### src/rtl/tl_pkg.sv
package tl_pkg;
  parameter int REQS  = 4;
  parameter int LOCKS = 2;
  parameter int TW    = 3;

  localparam int REQ_W  = (REQS  > 1) ? $clog2(REQS)  : 1;
  localparam int LOCK_W = (LOCKS > 1) ? $clog2(LOCKS) : 1;

  typedef struct packed {
    logic              grab;
    logic [REQ_W-1:0]  grabWho;
    logic [REQS-1:0]   relOk;
  } tl_strobe_t;
endpackage

### src/rtl/tl_datapath.sv
module tl_datapath
  import tl_pkg::*;
(
  input  logic                   clk,
  input  logic                   rstN,
  input  tl_strobe_t             st,
  input  logic [REQS*LOCK_W-1:0] acqLock,
  output logic [REQS*TW-1:0]     ticketFlat,
  output logic [REQS*LOCK_W-1:0] lockFlat,
  output logic [REQS-1:0]        matchNow
);
  logic [TW-1:0]     nextT  [LOCKS];
  logic [TW-1:0]     serveT [LOCKS];
  logic [TW-1:0]     tkt    [REQS];
  logic [LOCK_W-1:0] lockOf [REQS];
  logic [LOCK_W-1:0] grabLock;
  logic [LOCKS-1:0]  bump;

  assign grabLock = acqLock[st.grabWho*LOCK_W +: LOCK_W];

  genvar l, r;
  generate
    for (l = 0; l < LOCKS; l++) begin : g_lock
      logic [REQS-1:0] relHere;
      for (r = 0; r < REQS; r++) begin : g_sel
        assign relHere[r] = st.relOk[r] && (lockOf[r] == LOCK_W'(l));
      end
      assign bump[l] = |relHere;

      always_ff @(posedge clk) begin
        if (!rstN) begin
          nextT[l]  <= '0;
          serveT[l] <= '0;
        end else begin
          if (st.grab && grabLock == LOCK_W'(l)) nextT[l] <= nextT[l] + 1'b1;
          if (bump[l]) serveT[l] <= serveT[l] + 1'b1;
        end
      end

      // outstanding tickets never exceed the requester count
      a_r7_window: assert property (@(posedge clk) disable iff (!rstN)
        int'(TW'(nextT[l] - serveT[l])) <= REQS);
      // only one valid release per lock per cycle
      a_r7_single_release: assert property (@(posedge clk) disable iff (!rstN)
        $countones(relHere) <= 1);
    end

    for (r = 0; r < REQS; r++) begin : g_req
      always_ff @(posedge clk) begin
        if (!rstN) begin
          tkt[r]    <= '0;
          lockOf[r] <= '0;
        end else if (st.grab && st.grabWho == REQ_W'(r)) begin
          tkt[r]    <= nextT[grabLock];
          lockOf[r] <= grabLock;
        end
      end
      assign matchNow[r]                   = (tkt[r] == serveT[lockOf[r]]);
      assign ticketFlat[r*TW +: TW]        = tkt[r];
      assign lockFlat[r*LOCK_W +: LOCK_W]  = lockOf[r];
    end
  endgenerate

  // accepted requester stores the pre-increment next-ticket value
  a_r2_ticket_taken: assert property (@(posedge clk) disable iff (!rstN)
    st.grab |=> tkt[$past(st.grabWho)] == $past(nextT[grabLock]));
  // next-ticket grows by one, modulo 2^TW
  a_r2_next_bump: assert property (@(posedge clk) disable iff (!rstN)
    st.grab |=> nextT[$past(grabLock)] == TW'($past(nextT[grabLock]) + 1'b1));
endmodule

### src/rtl/tl_control.sv
module tl_control
  import tl_pkg::*;
(
  input  logic            clk,
  input  logic            rstN,
  input  logic [REQS-1:0] acqReq,
  input  logic [REQS-1:0] relReq,
  input  logic [REQS-1:0] matchNow,
  output tl_strobe_t      st,
  output logic [REQS-1:0] acqAck,
  output logic [REQS-1:0] relAck,
  output logic [REQS-1:0] relErr,
  output logic [REQS-1:0] grant
);
  logic [REQS-1:0]  hasTkt;
  logic [REQS-1:0]  elig;
  logic [REQS-1:0]  grabOneHot;
  logic [REQS-1:0]  relOk;
  logic [REQS-1:0]  relBad;
  logic             grab;
  logic [REQ_W-1:0] who;

  assign elig = acqReq & ~hasTkt;

  always_comb begin
    grab = 1'b0;
    who  = '0;
    for (int i = REQS - 1; i >= 0; i--) begin
      if (elig[i]) begin
        grab = 1'b1;
        who  = REQ_W'(i);
      end
    end
  end

  assign grabOneHot = grab ? (REQS'(1) << who) : '0;
  assign relOk      = relReq & grant;
  assign relBad     = relReq & ~grant;

  assign st.grab    = grab;
  assign st.grabWho = who;
  assign st.relOk   = relOk;

  always_ff @(posedge clk) begin
    if (!rstN) begin
      hasTkt <= '0;
      grant  <= '0;
      acqAck <= '0;
      relAck <= '0;
      relErr <= '0;
    end else begin
      hasTkt <= (hasTkt | grabOneHot) & ~relOk;
      grant  <= hasTkt & ~relOk & matchNow;
      acqAck <= grabOneHot;
      relAck <= relOk;
      relErr <= relBad;
    end
  end

  // at most one acquire accepted per cycle
  a_r3_one_ack: assert property (@(posedge clk) disable iff (!rstN)
    $onehot0(acqAck));

  genvar r;
  generate
    for (r = 0; r < REQS; r++) begin : g_chk
      // an ack always answers a pending request
      a_r2_ack_has_req: assert property (@(posedge clk) disable iff (!rstN)
        acqAck[r] |-> $past(acqReq[r]));
      // grant stays until the holder releases
      a_r4_grant_held: assert property (@(posedge clk) disable iff (!rstN)
        (grant[r] && !relReq[r]) |=> grant[r]);
      // grant only for a requester holding a ticket
      a_r4_grant_ticket: assert property (@(posedge clk) disable iff (!rstN)
        grant[r] |-> hasTkt[r]);
      // a release ack comes with the grant dropped
      a_r5_ack_drops: assert property (@(posedge clk) disable iff (!rstN)
        relAck[r] |-> !grant[r]);
      // error only for a release from a non-holder
      a_r6_err_nonholder: assert property (@(posedge clk) disable iff (!rstN)
        relErr[r] |-> !$past(grant[r]));
    end
  endgenerate
endmodule

### src/rtl/ticket_lock_unit.sv
module ticket_lock_unit
  import tl_pkg::*;
(
  input  logic                   clk,
  input  logic                   rstN,
  input  logic [REQS-1:0]        acqReq,
  input  logic [REQS*LOCK_W-1:0] acqLock,
  output logic [REQS-1:0]        acqAck,
  output logic [REQS*TW-1:0]     acqTicket,
  input  logic [REQS-1:0]        relReq,
  output logic [REQS-1:0]        relAck,
  output logic [REQS-1:0]        relErr,
  output logic [REQS-1:0]        grant
);
  tl_strobe_t             st;
  logic [REQS-1:0]        matchNow;
  logic [REQS*LOCK_W-1:0] lockFlat;

  tl_control u_ctrl (
    .clk(clk), .rstN(rstN), .acqReq(acqReq), .relReq(relReq),
    .matchNow(matchNow), .st(st), .acqAck(acqAck), .relAck(relAck),
    .relErr(relErr), .grant(grant)
  );

  tl_datapath u_dp (
    .clk(clk), .rstN(rstN), .st(st), .acqLock(acqLock),
    .ticketFlat(acqTicket), .lockFlat(lockFlat), .matchNow(matchNow)
  );

  genvar l, r;
  generate
    for (l = 0; l < LOCKS; l++) begin : g_mutex
      logic [REQS-1:0] holds;
      for (r = 0; r < REQS; r++) begin : g_h
        assign holds[r] = grant[r] && (lockFlat[r*LOCK_W +: LOCK_W] == LOCK_W'(l));
      end
      // a lock has at most one holder
      a_r7_one_holder: assert property (@(posedge clk) disable iff (!rstN)
        $countones(holds) <= 1);
    end
  endgenerate
endmodule

### config.mk
export PLATFORM = sky130hd
export DESIGN_NAME = ticket_lock_unit
export DESIGN_NICKNAME = d
export VERILOG_FILES = /design/src/rtl/tl_pkg.sv /design/src/rtl/tl_datapath.sv /design/src/rtl/tl_control.sv /design/src/rtl/ticket_lock_unit.sv
export SDC_FILE = /design/constraint.sdc
export NUM_CORES = 1
export LEC_CHECK = 0
export CORE_MARGIN = 3
export CORE_UTILIZATION = 53
export CTS_CLUSTER_SIZE = 20
export DETAILED_ROUTE_END_ITERATION = 8
export PLACE_DENSITY = 0.8
export SLEW_MARGIN = 20
export SYNTH_ARGS = -nofsm -noshare
export SYNTH_HDL_FRONTEND = slang
export SYNTH_SLANG_ARGS = --single-unit
### constraint.sdc
create_clock -name clk -period 2.47 [get_ports clk]
set_clock_uncertainty 0.1 [all_clocks]
set_input_delay 0.494 -clock clk [delete_from_list [all_inputs] [get_ports clk]]
set_output_delay 0.494 -clock clk [all_outputs]
set_load 0.01 [all_outputs]
* Word level (Yosys, flattened, before mapping)
Memory sizes are Yosys's and may differ from the RTL's.
Index checks and enable logic that the tools add are counted.
** Cells by class
- $mul :: 0
- Shifts and indexed selects :: 2
- Mux-type cells :: 46
- Bitwise operators :: 27
- Add/sub/neg operators :: 4
- Divide/modulo/power cells :: 0
- Equal/unequal tests :: 7
- Reduce and logical (&&, ||, !) cells :: 17
- Magnitude comparators :: 0
** Operators with widths (count)
- 1-bit two-way mux :: 33
- 4-bit bitwise AND :: 6
- 3-bit two-way mux :: 8
- 1-bit logical AND :: 14
- 3-bit by 1-bit adder with 3-bit output (second input constant) :: 4
- 3-bit == test :: 4
- 4-bit inverter :: 3
- 1-bit bitwise OR :: 12
- 2-bit two-way mux :: 4
- 4-bit OR reduction :: 2
- 1-bit inverter :: 5
- 2-bit == test (second input constant) :: 2
- 4-bit two-way mux :: 1
- 4-bit bitwise OR :: 1
- 4-bit by 3-bit indexed part select with 1-bit output :: 1
- 1-bit by 2-bit left shift with 4-bit output (first input constant) :: 1
- 2-bit by 1-bit == test with 1-bit output (second input constant) :: 1
- 2-bit logical NOT :: 1
** Word-level totals
- Flip-flop bits (word level) :: 20
- RAM bits :: 28
- Memories kept :: 4
- Output and inout port bits :: 28
- Memory bits (read-only) :: 0
- Input bits :: 14
- Latch bits :: 0
** Memory list
- u_dp.tkt :: words 4, bits a word 3, read ports 4, clocked after Yosys merged registers in 0, wr ports 4, line tl_datapath.sv:14 : logic [TW-1:0] tkt [REQS];
- u_dp.nextT :: words 2, bits a word 3, read ports 3, clocked after Yosys merged registers in 0, wr ports 2, line tl_datapath.sv:12 : logic [TW-1:0] nextT [LOCKS];
- u_dp.serveT :: words 2, bits a word 3, read ports 6, clocked after Yosys merged registers in 0, wr ports 2, line tl_datapath.sv:13 : logic [TW-1:0] serveT [LOCKS];
- u_dp.lockOf :: words 4, bits a word 1, read ports 4, clocked after Yosys merged registers in 0, wr ports 4, line tl_datapath.sv:15 : logic [LOCK_W-1:0] lockOf [REQS];

* Logic depth before layout (Yosys ltp)
Gate-level depths: netlist of the first run.
- Depth in word-level cells :: 13
- Mapped depth :: 6
- Gate-level depth less buffers :: 4

* Modules after synthesis
From an unflattened synthesis of the first run, not the netlist that was laid out.
** Second synthesis, totals
- Cells, all modules :: 225
- Area total of the unflattened synthesis :: 2354.8 µm²
** Modules (own cells, without submodules)
- tl_datapath :: sequential area each 830.8 µm², instances 1, area an instance 1655.3 µm², cells an instance 149
- tl_control :: sequential area each 400.4 µm², instances 1, area an instance 699.4 µm², cells an instance 76

* Least setup slack after synthesis of the first run
No wires, ideal clock.
- Path type :: in2reg
- Start :: input acqReq[0]
- End :: memory u_dp.tkt[0][0] (data pin)
- Buffers on the path :: 1
- Path slack :: 0.578 ns
- Cell stages on the path :: 5
- Arrival :: 1.516 ns
- Data required time :: 2.094 ns
- Library setup time :: 0.276 ns
- Path through :: nor2b_1 -> clkbuf_1 -> and2_1 -> a311oi_4 -> mux2i_1
** RTL lines
- from (decl) :: line ticket_lock_unit.sv:6 : input logic [REQS-1:0] acqReq,
- to (decl) :: line tl_datapath.sv:14

==> results of run 1 <==
-- worst min-delay path by stage --
| stage | cells after the start | endpoint | startpoint | slack, ns |
|---|---|---|---|---|
| global route | 1 | u_ctrl.relErr[0]$_SDFF_PN0_ | u_ctrl.grant[0]$_SDFF_PN0_ | 0.41 |
| detailed placement | 1 | u_ctrl.relErr[0]$_SDFF_PN0_ | u_ctrl.grant[0]$_SDFF_PN0_ | 0.36 |
| finish | 1 | u_ctrl.relErr[0]$_SDFF_PN0_ | u_ctrl.grant[0]$_SDFF_PN0_ | 0.37 |
| global placement | 1 | u_ctrl.relErr[2]$_SDFF_PN0_ | u_ctrl.grant[2]$_SDFF_PN0_ | 0.35 |
| floorplan | 2 | u_ctrl.grant[0]$_SDFF_PN0_ | u_ctrl.hasTkt[0]$_SDFF_PN0_ | 0.35 |
| CTS | 1 | u_ctrl.relErr[0]$_SDFF_PN0_ | u_ctrl.grant[0]$_SDFF_PN0_ | 0.38 |
-- power breakdown --
group	leakage (nW)	switching (mW)	internal (mW)	total [mW]
Combinational	0.685	0.159	0.174	0.333
Sequential	0.459	0.0611	0.903	0.964
Clock	0.0585	0.256	0.300	0.557
Total	1.20	0.477	1.38	1.85
-- Yosys cell counts (2+ instances only) --
cell type	instances
a2111oi_0	3
a21oi_1	8
a32oi_1	3
and2_1	2
and3_1	7
clkbuf_1	13
dfxtp_1	21
edfxtp_1	27
ha_1	4
inv_1	4
mux2i_1	19
nand2_1	39
nand2b_1	11
nand3_1	12
nand4_1	3
nor2_1	23
nor2b_1	7
nor4_1	4
o211a_1	4
o21ai_0	2
o21ai_1	3
o22ai_1	2
xnor2_1	14
xor2_1	2
-- cells by family (layout without fill, tap and decap cells) --
| family | Yosys count | in the layout | synth area share [%] |
|---|---|---|---|
| muxes | 19 | 19 | 7.78 |
| xor gates and xnor gates | 16 | 16 | 5.73 |
| buffers and inverters | 19 | 62 | 2.97 |
| adders and majority gates | 4 | 4 | 2.05 |
| DFF | 48 | 48 | 50.4 |
| and+or+nand+nor | 111 | 111 | 21.8 |
| AOI/OAI and AO/OA | 30 | 30 | 9.32 |
-- layer usage --
metal | global-route usage, % | up-vias | share of wire, %
met3 | 4.10 | 8 | 4.1
li1 | - | 953 | -
met2 | 35.3 | 57 | 52
met4 | 9.05 | 0 | 1.5
met5 | 0 | - | 0
met1 | 25.9 | 922 | 43
-- state kept, by name (all words and copies together), names as in the netlist --
name and cells:
u_dp.tkt 12, u_dp.nextT 6, u_dp.serveT 6, u_ctrl.acqAck 4, u_ctrl.grant 4, u_ctrl.hasTkt 4, u_ctrl.relAck 4, u_ctrl.relErr 4
u_dp.lockOf 4
-- final cells by class --
class,instances,area share [%]
clock buffers,5,2.24
inverters,4,0.490
well taps,52,2.12
repair buffers,50,16.4
flip-flops and latches,48,40.2
multi-input cells,180,37.2
clock inverters,3,1.35
-- stage by stage --
stage                     std cells  hold WS (ns)  area (um^2)
after CTS                       342         0.376         3070
after detailed placement        334         0.356         2960
final                           342         0.369         3070
after global routing            342         0.412         3070
after global placement          334         0.353         2960
after floorplan                 247         0.354         2440
==> flow_summary.toml, run 1 <==
[floorplan]
chipWidth_um = 73.9
initial_core_util_pct = 55.4
die_h_um = 73.9
rows = 24
core_um2 = 4410
dieArea_um2 = 5460
ios = 42

[timing]
tns_ns = 0
rsz0062_at_grt = "no"
setup_violations = 0
max_freq_mhz = 482
period_needed_ns = 2.07
finalMaxSlewViolations = 0
post-route-period-util_pct = 84.0
hold_viol = 0
slew_headroom_pct = 64.1
setup_slack_ns = 0.395
tightest_slew_ns = 0.525

[pwr]
power_mw = 1.85
power.density_nw_per_um2 = 605
ir_worst_vdd_uv = 296
p_leak_nw = 1.20

[synth]
synthesis.yosys.warnings = 0
synth_area_leaders = "edfxtp_1 (33%), dfxtp_1 (17%), mux2i_1 (7.8%)"
avgSynthCellArea_um2 = 9.90
synthFlopType = "edfxtp_1"
syn_nets = 265
synth_edf_count = 27
ys_ff_latch = 48
async_reset_ff_share_pct = 0
yosysSeqAreaShare_pct = 50.4
synth_cells = 247
synth_top_area_share_pct = 33.2
syn_area_um2 = 2440
synth_area_leader_cell = "edfxtp_1"
yosysUniqueCellTypes = 34

[grt]
gr-usage-all-layers_pct = 20.9
grt_pass1_wl_um = 8710
grt_pass1_vias = 1865
grt-ovfl-total = 0
antenna_found_initial = 0
grt_max_degree = 39

[final_layout]
seq_area_um2 = 1230
layout_commonest_cell = "clkdlybuf4s50_1"
syn_to_final_growth_pct = 25.4
n_antenna_cell = 0
nNetsFinal = 307
layout_common_cells = "clkdlybuf4s50_1 (41), nand2_1 (39), edfxtp_1 (27)"
drive_gt1_share_pct = 6.90
multi_input_area_um2 = 1140
fill_cells = 352
fin_util_pct = 69.4

[run_status]
outcome = "finished, final reports clean"

[worst_setup_path]
crit_type = "input port to register"
crit_cells = 6
cp-end-kind = "register"
r2r-end = "u_dp.tkt[2][2]$_SDFFCE_PN0P_"
cp_cell_sequence = "clkdlybuf4s50_1, nor2b_1, buf_4, a211oi_1, nand3_1, nand3_1"
slowest_delay_ns = 0.43
cpMostUsedCell = "nand3_1"
endpoint = "u_dp.nextT[0][1]$_SDFFCE_PN0P_"
reg2reg_slack_ns = 0.66
required_ns = 2.37
crit_family = "simple AND/OR/NAND/NOR gates"
cp-startpoint = "acqReq[0]"
start_kind = "input port"
r2r.worst_path.cells = 3
crit_arrival_ns = 1.98
r2r_start = "u_ctrl.hasTkt[0]$_SDFF_PN0_"
crit_buf_inv = 2
crit_path_top_delay_cell = "clkdlybuf4s50_1"
critPathMaxFanout = 6

[clock_tree]
ctsRootBufferMaster = "clkbuf_8"
cts_hold_buf = 0
clock_path_buffers = 2
clk_pin_slew_worst_paths_ns = 0.08
cts_sinks = 48
htree_num_levels = 2
clkLatencyLatePin_ns = 0.30
numCtsBuffers = 5
cts_tree = "built"
cts_resized = 0
postCtsSetupBuffers = 0

[route]
drc = 0
dr.pass1.iters = 4
postRouteAntennaNets = 0
viasPerCell = 5.67
wirelength_um = 5160
route.vias.total = 1940
drtIter0Drc = 137
routedWlPerCell_um = 15.1

[min_path]
worst_hold_path_type = "register to register"

[job]
drv_cap = 0

[placement]
gp_congestion = 0.840
dp_slack_ns = 0.0936
port_buffers = 41
dp_hpwl_um = 3940
No activity file was read; power rests on OpenSTA's default activity.
==> run 2, diff against run 1 <==
==> constraint.sdc (replaced) <==
create_clock -name clk -period 2.1 [get_ports clk]
set_clock_uncertainty 0.1 [all_clocks]
set_input_delay 0.42 -clock clk [delete_from_list [all_inputs] [get_ports clk]]
set_output_delay 0.42 -clock clk [all_outputs]
set_load 0.01 [all_outputs]
==> run 2 against run 1 <==
  * Critical path depth stayed put
  * Flip-flop and latch count stayed put
  * Non-clock buffer count is 11 higher
  * Worst hold slack better by 0.0019 ns
  * Clock power is 8.6% higher
  * Register-to-register slack worse by 0.35 ns
  * Die area stayed put
  * Global-route usage is 0.81 points higher
  * Final area is 2.6% higher
  * Final cell count is 3.2% higher
  * Critical endpoint is now u_dp.tkt[1][1]$_SDFFCE_PN0P_
  * Highest routed layer unchanged
==> flow_summary.toml, run 2 (same netlist as run 1, synthesis figures left out) <==
[run_status]
outcome = "finished, final reports clean"

[worst_setup_path]
crit_family = "buffers and inverters"
r2r_start = "u_ctrl.hasTkt[0]$_SDFF_PN0_"
required_ns = 2.15
slowest_delay_ns = 0.53
critPathMaxFanout = 8
start_kind = "input port"
cp_cell_sequence = "clkdlybuf4s50_1, nor2b_2, o21ai_1, a311oi_4, buf_12, mux2i_1"
crit_path_top_delay_cell = "clkdlybuf4s50_1"
r2r.worst_path.cells = 5
cp-end-kind = "register"
crit_arrival_ns = 2.05
reg2reg_slack_ns = 0.31
r2r-end = "u_dp.tkt[2][1]$_SDFFCE_PN0P_"
crit_type = "input port to register"
crit_buf_inv = 2

[clock_tree]
clock_path_buffers = 2
postCtsSetupBuffers = 0
ctsRootBufferMaster = "clkbuf_8"
cts_sinks = 48
cts_tree = "built"
cts_hold_buf = 0
clk_pin_slew_worst_paths_ns = 0.08
clkLatencyLatePin_ns = 0.30
htree_num_levels = 2
numCtsBuffers = 5

[final_layout]
post-route-cell-area_um2 = 3150
syn_to_final_growth_pct = 28.7
drive_gt1_share_pct = 10.3
nNetsFinal = 318
regMostFlops = "u_dp.tkt"
largest_reg_flops = 12
n_antenna_cell = 0
layout_common_cells = "clkdlybuf4s50_1 (41), nand2_1 (39), edfxtp_1 (27)"
reg.largest.list = "u_dp.tkt x12, u_dp.nextT x6, u_dp.serveT x6"
layout_commonest_cell = "clkdlybuf4s50_1"

[pwr]
power_mw = 2.17
ir_worst_vdd_uv = 523
p_leak_nw = 1.25
power.density_nw_per_um2 = 688

[timing]
hold_viol = 0
post-route-period-util_pct = 95.5
setup_slack_ns = 0.0955
whs_ns = 0.370
rsz0062_at_grt = "no"
period_needed_ns = 2.00
slew_headroom_pct = 65.8
finalMaxSlewViolations = 0
setup_violations = 0
max_freq_mhz = 499
tightest_slew_ns = 0.499

[floorplan]
dieArea_um2 = 5460
rows = 24
initial_core_util_pct = 55.4
ios = 42
chipWidth_um = 73.9
die_h_um = 73.9
core_um2 = 4410

[min_path]
hold_depth = 1
worst_hold_path_type = "register to register"
hold_start = "u_ctrl.grant[2]$_SDFF_PN0_"
hold_end = "u_ctrl.relErr[2]$_SDFF_PN0_"

[grt]
antenna_found_initial = 0
grt-ovfl-total = 0
gr-usage-all-layers_pct = 21.7
grt_max_degree = 17
grt_pass1_vias = 1897
grt_pass1_wl_um = 8870

[placement]
gp_congestion = 0.793
dp_slack_ns = -0.193
port_buffers = 41
placed_cell_area_um2 = 3040
dp_hpwl_um = 4220

[route]
wirelength_um = 5530
postRouteAntennaNets = 0
viasPerCell = 5.70
route.vias.total = 2013
dr.pass1.iters = 4
drtIter0Drc = 112
drc = 0
routedWlPerCell_um = 15.7

[job]
drv_cap = 0
[run 2: cell types whose count changed in the layout (fill, tap and decap cells not counted), sizes merged]
cell    delta
buf       +11
bufinv     -1
clkbuf     +2
inv        -1
[run 2: how the worst max path moves through the flow]
| stage | from | endpoint | slack [ns] | cells after the start |
|---|---|---|---|---|
| after floorplan | acqReq[0] | u_dp.tkt[0][0]$_SDFFCE_PN0P_ | 0.28 | 5 |
| after global placement | acqReq[2] | u_dp.nextT[0][0]$_SDFFCE_PN0P_ | -0.13 | 6 |
| after detailed placement | acqReq[0] | u_dp.nextT[0][1]$_SDFFCE_PN0P_ | -0.19 | 6 |
| after CTS | acqReq[0] | u_dp.nextT[0][1]$_SDFFCE_PN0P_ | 0.12 | 6 |
| after global routing | acqReq[2] | u_dp.tkt[0][0]$_SDFFCE_PN0P_ | 0.02 | 6 |
| final | acqReq[2] | u_dp.tkt[1][1]$_SDFFCE_PN0P_ | 0.1 | 6 |
[run 2: cell type report]
type / count / area (um^2)
inverters: 4 / 15.0
fillers: 343 / 1270
repair buffers: 61 / 586
well taps: 52 / 65.1
clock buffers: 7 / 97.6
multi-input cells: 180 / 1150
clock inverters: 1 / 5.00
flip-flops and latches: 48 / 1230
[run 2: power breakdown]
part           internal, mW  total [mW]  leakage (nW)  switching [mW]
Clock                 0.306       0.605        0.0534           0.300
Sequential             1.06        1.14         0.459          0.0771
Combinational         0.223       0.421         0.738           0.197
Total                  1.59        2.17          1.25           0.574
[run 2: layer usage]
metal	global-route usage (%)	part of all wire (%)
met5	0	0
met4	8.05	1.9
met3	4.38	5.3
met2	37.4	52
met1	26.8	41
[run 2: through the flow]
stage | util (%) | instances | TNS (ns)
floorplan | - | 247 | 0
global placement | 68.8 | 345 | -2.15
detailed placement | 68.8 | 345 | -3.64
CTS | 71.1 | 353 | 0
global route | 71.3 | 353 | 0
finish | 71.3 | 353 | 0
[run 2: repair_timing]
item,4_1_cts,5_1_grt
hold endpoints to repair,0,0
endpoints found under the setup margin,0,3
gates resized for setup,0,1
==> run 3, diff against run 2 <==
--- a/config.mk
+++ b/config.mk
@@ -5,11 +5,12 @@
 export SDC_FILE = /design/constraint.sdc
 export NUM_CORES = 1
 export LEC_CHECK = 0
+export ABC_CLOCK_PERIOD_IN_PS = 2100
 export CORE_MARGIN = 3
-export CORE_UTILIZATION = 53
+export CORE_UTILIZATION = 46
 export CTS_CLUSTER_SIZE = 20
 export DETAILED_ROUTE_END_ITERATION = 8
-export PLACE_DENSITY = 0.8
+export PLACE_DENSITY = 0.71
 export SLEW_MARGIN = 20
 export SYNTH_ARGS = -nofsm -noshare
 export SYNTH_HDL_FRONTEND = slang
==> run 3 against run 2 <==
  * Count of clock-buffer cells in the layout fell by 1
  * Final cell count rose by 5.4%
  * Flip-flop and latch count did not move
  * Non-clock buffer count rose by 4
  * Die area rose by 14%
  * Worst setup slack improved by 0.086 ns
  * Final area rose by 0.40%
==> flow_summary.toml, run 3 (same netlist as run 1, synthesis figures left out) <==
[placement]
gp_congestion = 0.782
dp_hpwl_um = 4310
port_buffers = 41
dp_slack_ns = -0.134

[worst_setup_path]
cp-end-kind = "register"
crit_path_top_delay_cell = "clkdlybuf4s50_1"
cp_cell_sequence = "clkdlybuf4s50_1, nor2b_1, buf_4, a211oi_1, nand3_1, nand3_1"
slowest_delay_ns = 0.45
crit_arrival_ns = 1.82
crit_type = "input port to register"
cpMostUsedCell = "nand3_1"
crit_buf_inv = 2
start_kind = "input port"
critPathMaxFanout = 9
required_ns = 2.00
reg2reg_slack_ns = 0.40
crit_family = "buffers and inverters"

[timing]
rsz0062_at_grt = "no"
setup_violations = 0
post-route-period-util_pct = 91.4
max_freq_mhz = 521
hold_viol = 0
whs_ns = 0.368
tightest_slew_ns = 0.436
setup_slack_ns = 0.181
period_needed_ns = 1.92
finalMaxSlewViolations = 0
slew_headroom_pct = 70.2

[floorplan]
dieArea_um2 = 6230
initial_core_util_pct = 49.5
rows = 25
chipWidth_um = 78.9
die_h_um = 78.9
ios = 42
core_um2 = 4940

[clock_tree]
numCtsBuffers = 5
cts_resized = 0
clk_pin_slew_worst_paths_ns = 0.08
clock_path_buffers = 2
postCtsSetupBuffers = 0
ctsRootBufferMaster = "clkbuf_8"
cts_tree = "built"
clkLatencyLatePin_ns = 0.30
cts_sinks = 48
htree_num_levels = 2
cts_hold_buf = 0

[final_layout]
layout_common_cells = "clkdlybuf4s50_1 (41), nand2_1 (39), edfxtp_1 (27)"
multi_input_area_um2 = 1140
largest_reg_flops = 12
fill_cells = 429
n_antenna_cell = 0
nNetsFinal = 322
layout_commonest_cell = "clkdlybuf4s50_1"
reg.largest.list = "u_dp.tkt x12, u_dp.nextT x6, u_dp.serveT x6"
fin_util_pct = 63.9
drive_gt1_share_pct = 10.8
syn_to_final_growth_pct = 29.2
regMostFlops = "u_dp.tkt"
seq_area_um2 = 1230

[route]
route.vias.total = 1938
drc = 0
dr.pass1.iters = 4
routedWlPerCell_um = 14.9
viasPerCell = 5.21
wirelength_um = 5530
postRouteAntennaNets = 0
drtIter0Drc = 71

[pwr]
p_leak_nw = 1.25
ir_worst_vdd_uv = 312
power.density_nw_per_um2 = 659

[grt]
grt_pass1_vias = 1895
grt_pass1_wl_um = 9260
gr-usage-all-layers_pct = 19.1
grt-ovfl-total = 0
antenna_found_initial = 0
grt_max_degree = 15

[job]
drv_cap = 0

[run_status]
outcome = "finished, final reports clean"

[min_path]
worst_hold_path_type = "register to register"
## run 3: cell count changes in the layout (fill, tap and decap cells not counted)
cell	previous run	this run
clkinv_1	0	1
clkinv_2	1	0
buf_12	2	1
clkbuf_16	1	0
a211oi_1	0	1
buf_4	18	23
clkinvlp_4	0	1
a211oi_2	1	0
## run 3: metrics by stage
step | total power, mW | instance area (um^2) | TNS [ns] | instances
final | 2.08 | 3160 | 0 | 372
after global routing | 2.18 | 3160 | 0 | 372
after CTS | 2.10 | 3160 | 0 | 372
after detailed placement | 1.58 | 3070 | -2.67 | 364
after global placement | 1.57 | 3070 | -2.10 | 364
after floorplan | 1.37 | 2440 | 0 | 247
## run 3: final timing paths
path	end	cells past startpoint	startpoint
max	u_dp.nextT[0][1]$_SDFFCE_PN0P_	6	acqReq[0]
min	u_ctrl.relErr[3]$_SDFF_PN0_	1	u_ctrl.grant[3]$_SDFF_PN0_
max reg2reg	u_dp.tkt[0][1]$_SDFFCE_PN0P_	5	u_ctrl.hasTkt[3]$_SDFF_PN0_
min reg2reg	u_ctrl.relErr[3]$_SDFF_PN0_	1	u_ctrl.grant[3]$_SDFF_PN0_
## run 3: power by group
part	total, mW	switching [mW]	internal, mW
sequential	1.14	0.0766	1.06
combinational	0.419	0.193	0.226
clock	0.524	0.293	0.231
## run 3: worst register-to-register path: stages, from the launching register on
cell and delay [ns]:
dfxtp_1 0.36, nand2b_4 0.19, o211a_1 0.24, a311oi_4 0.31
buf_12 0.17, mux2i_1 0.19
## run 3: per-layer routing
metal / part of all wire (%) / global-route usage (%)
met1: 44 / 23.1
met5: 0 / 0
met3: 3.7 / 4.20
met4: 1.4 / 6.19
met2: 51 / 33.8
## run 3: final cells by class
class | count | share of cell area (%)
Clock buffer | 6 | 2.30
Clock inverter | 2 | 0.357
Inverter | 4 | 0.475
Multi-Input combinational cell | 180 | 36.1
Sequential cell | 48 | 39.0
Tap cell | 67 | 2.65
Timing Repair Buffer | 65 | 19.1
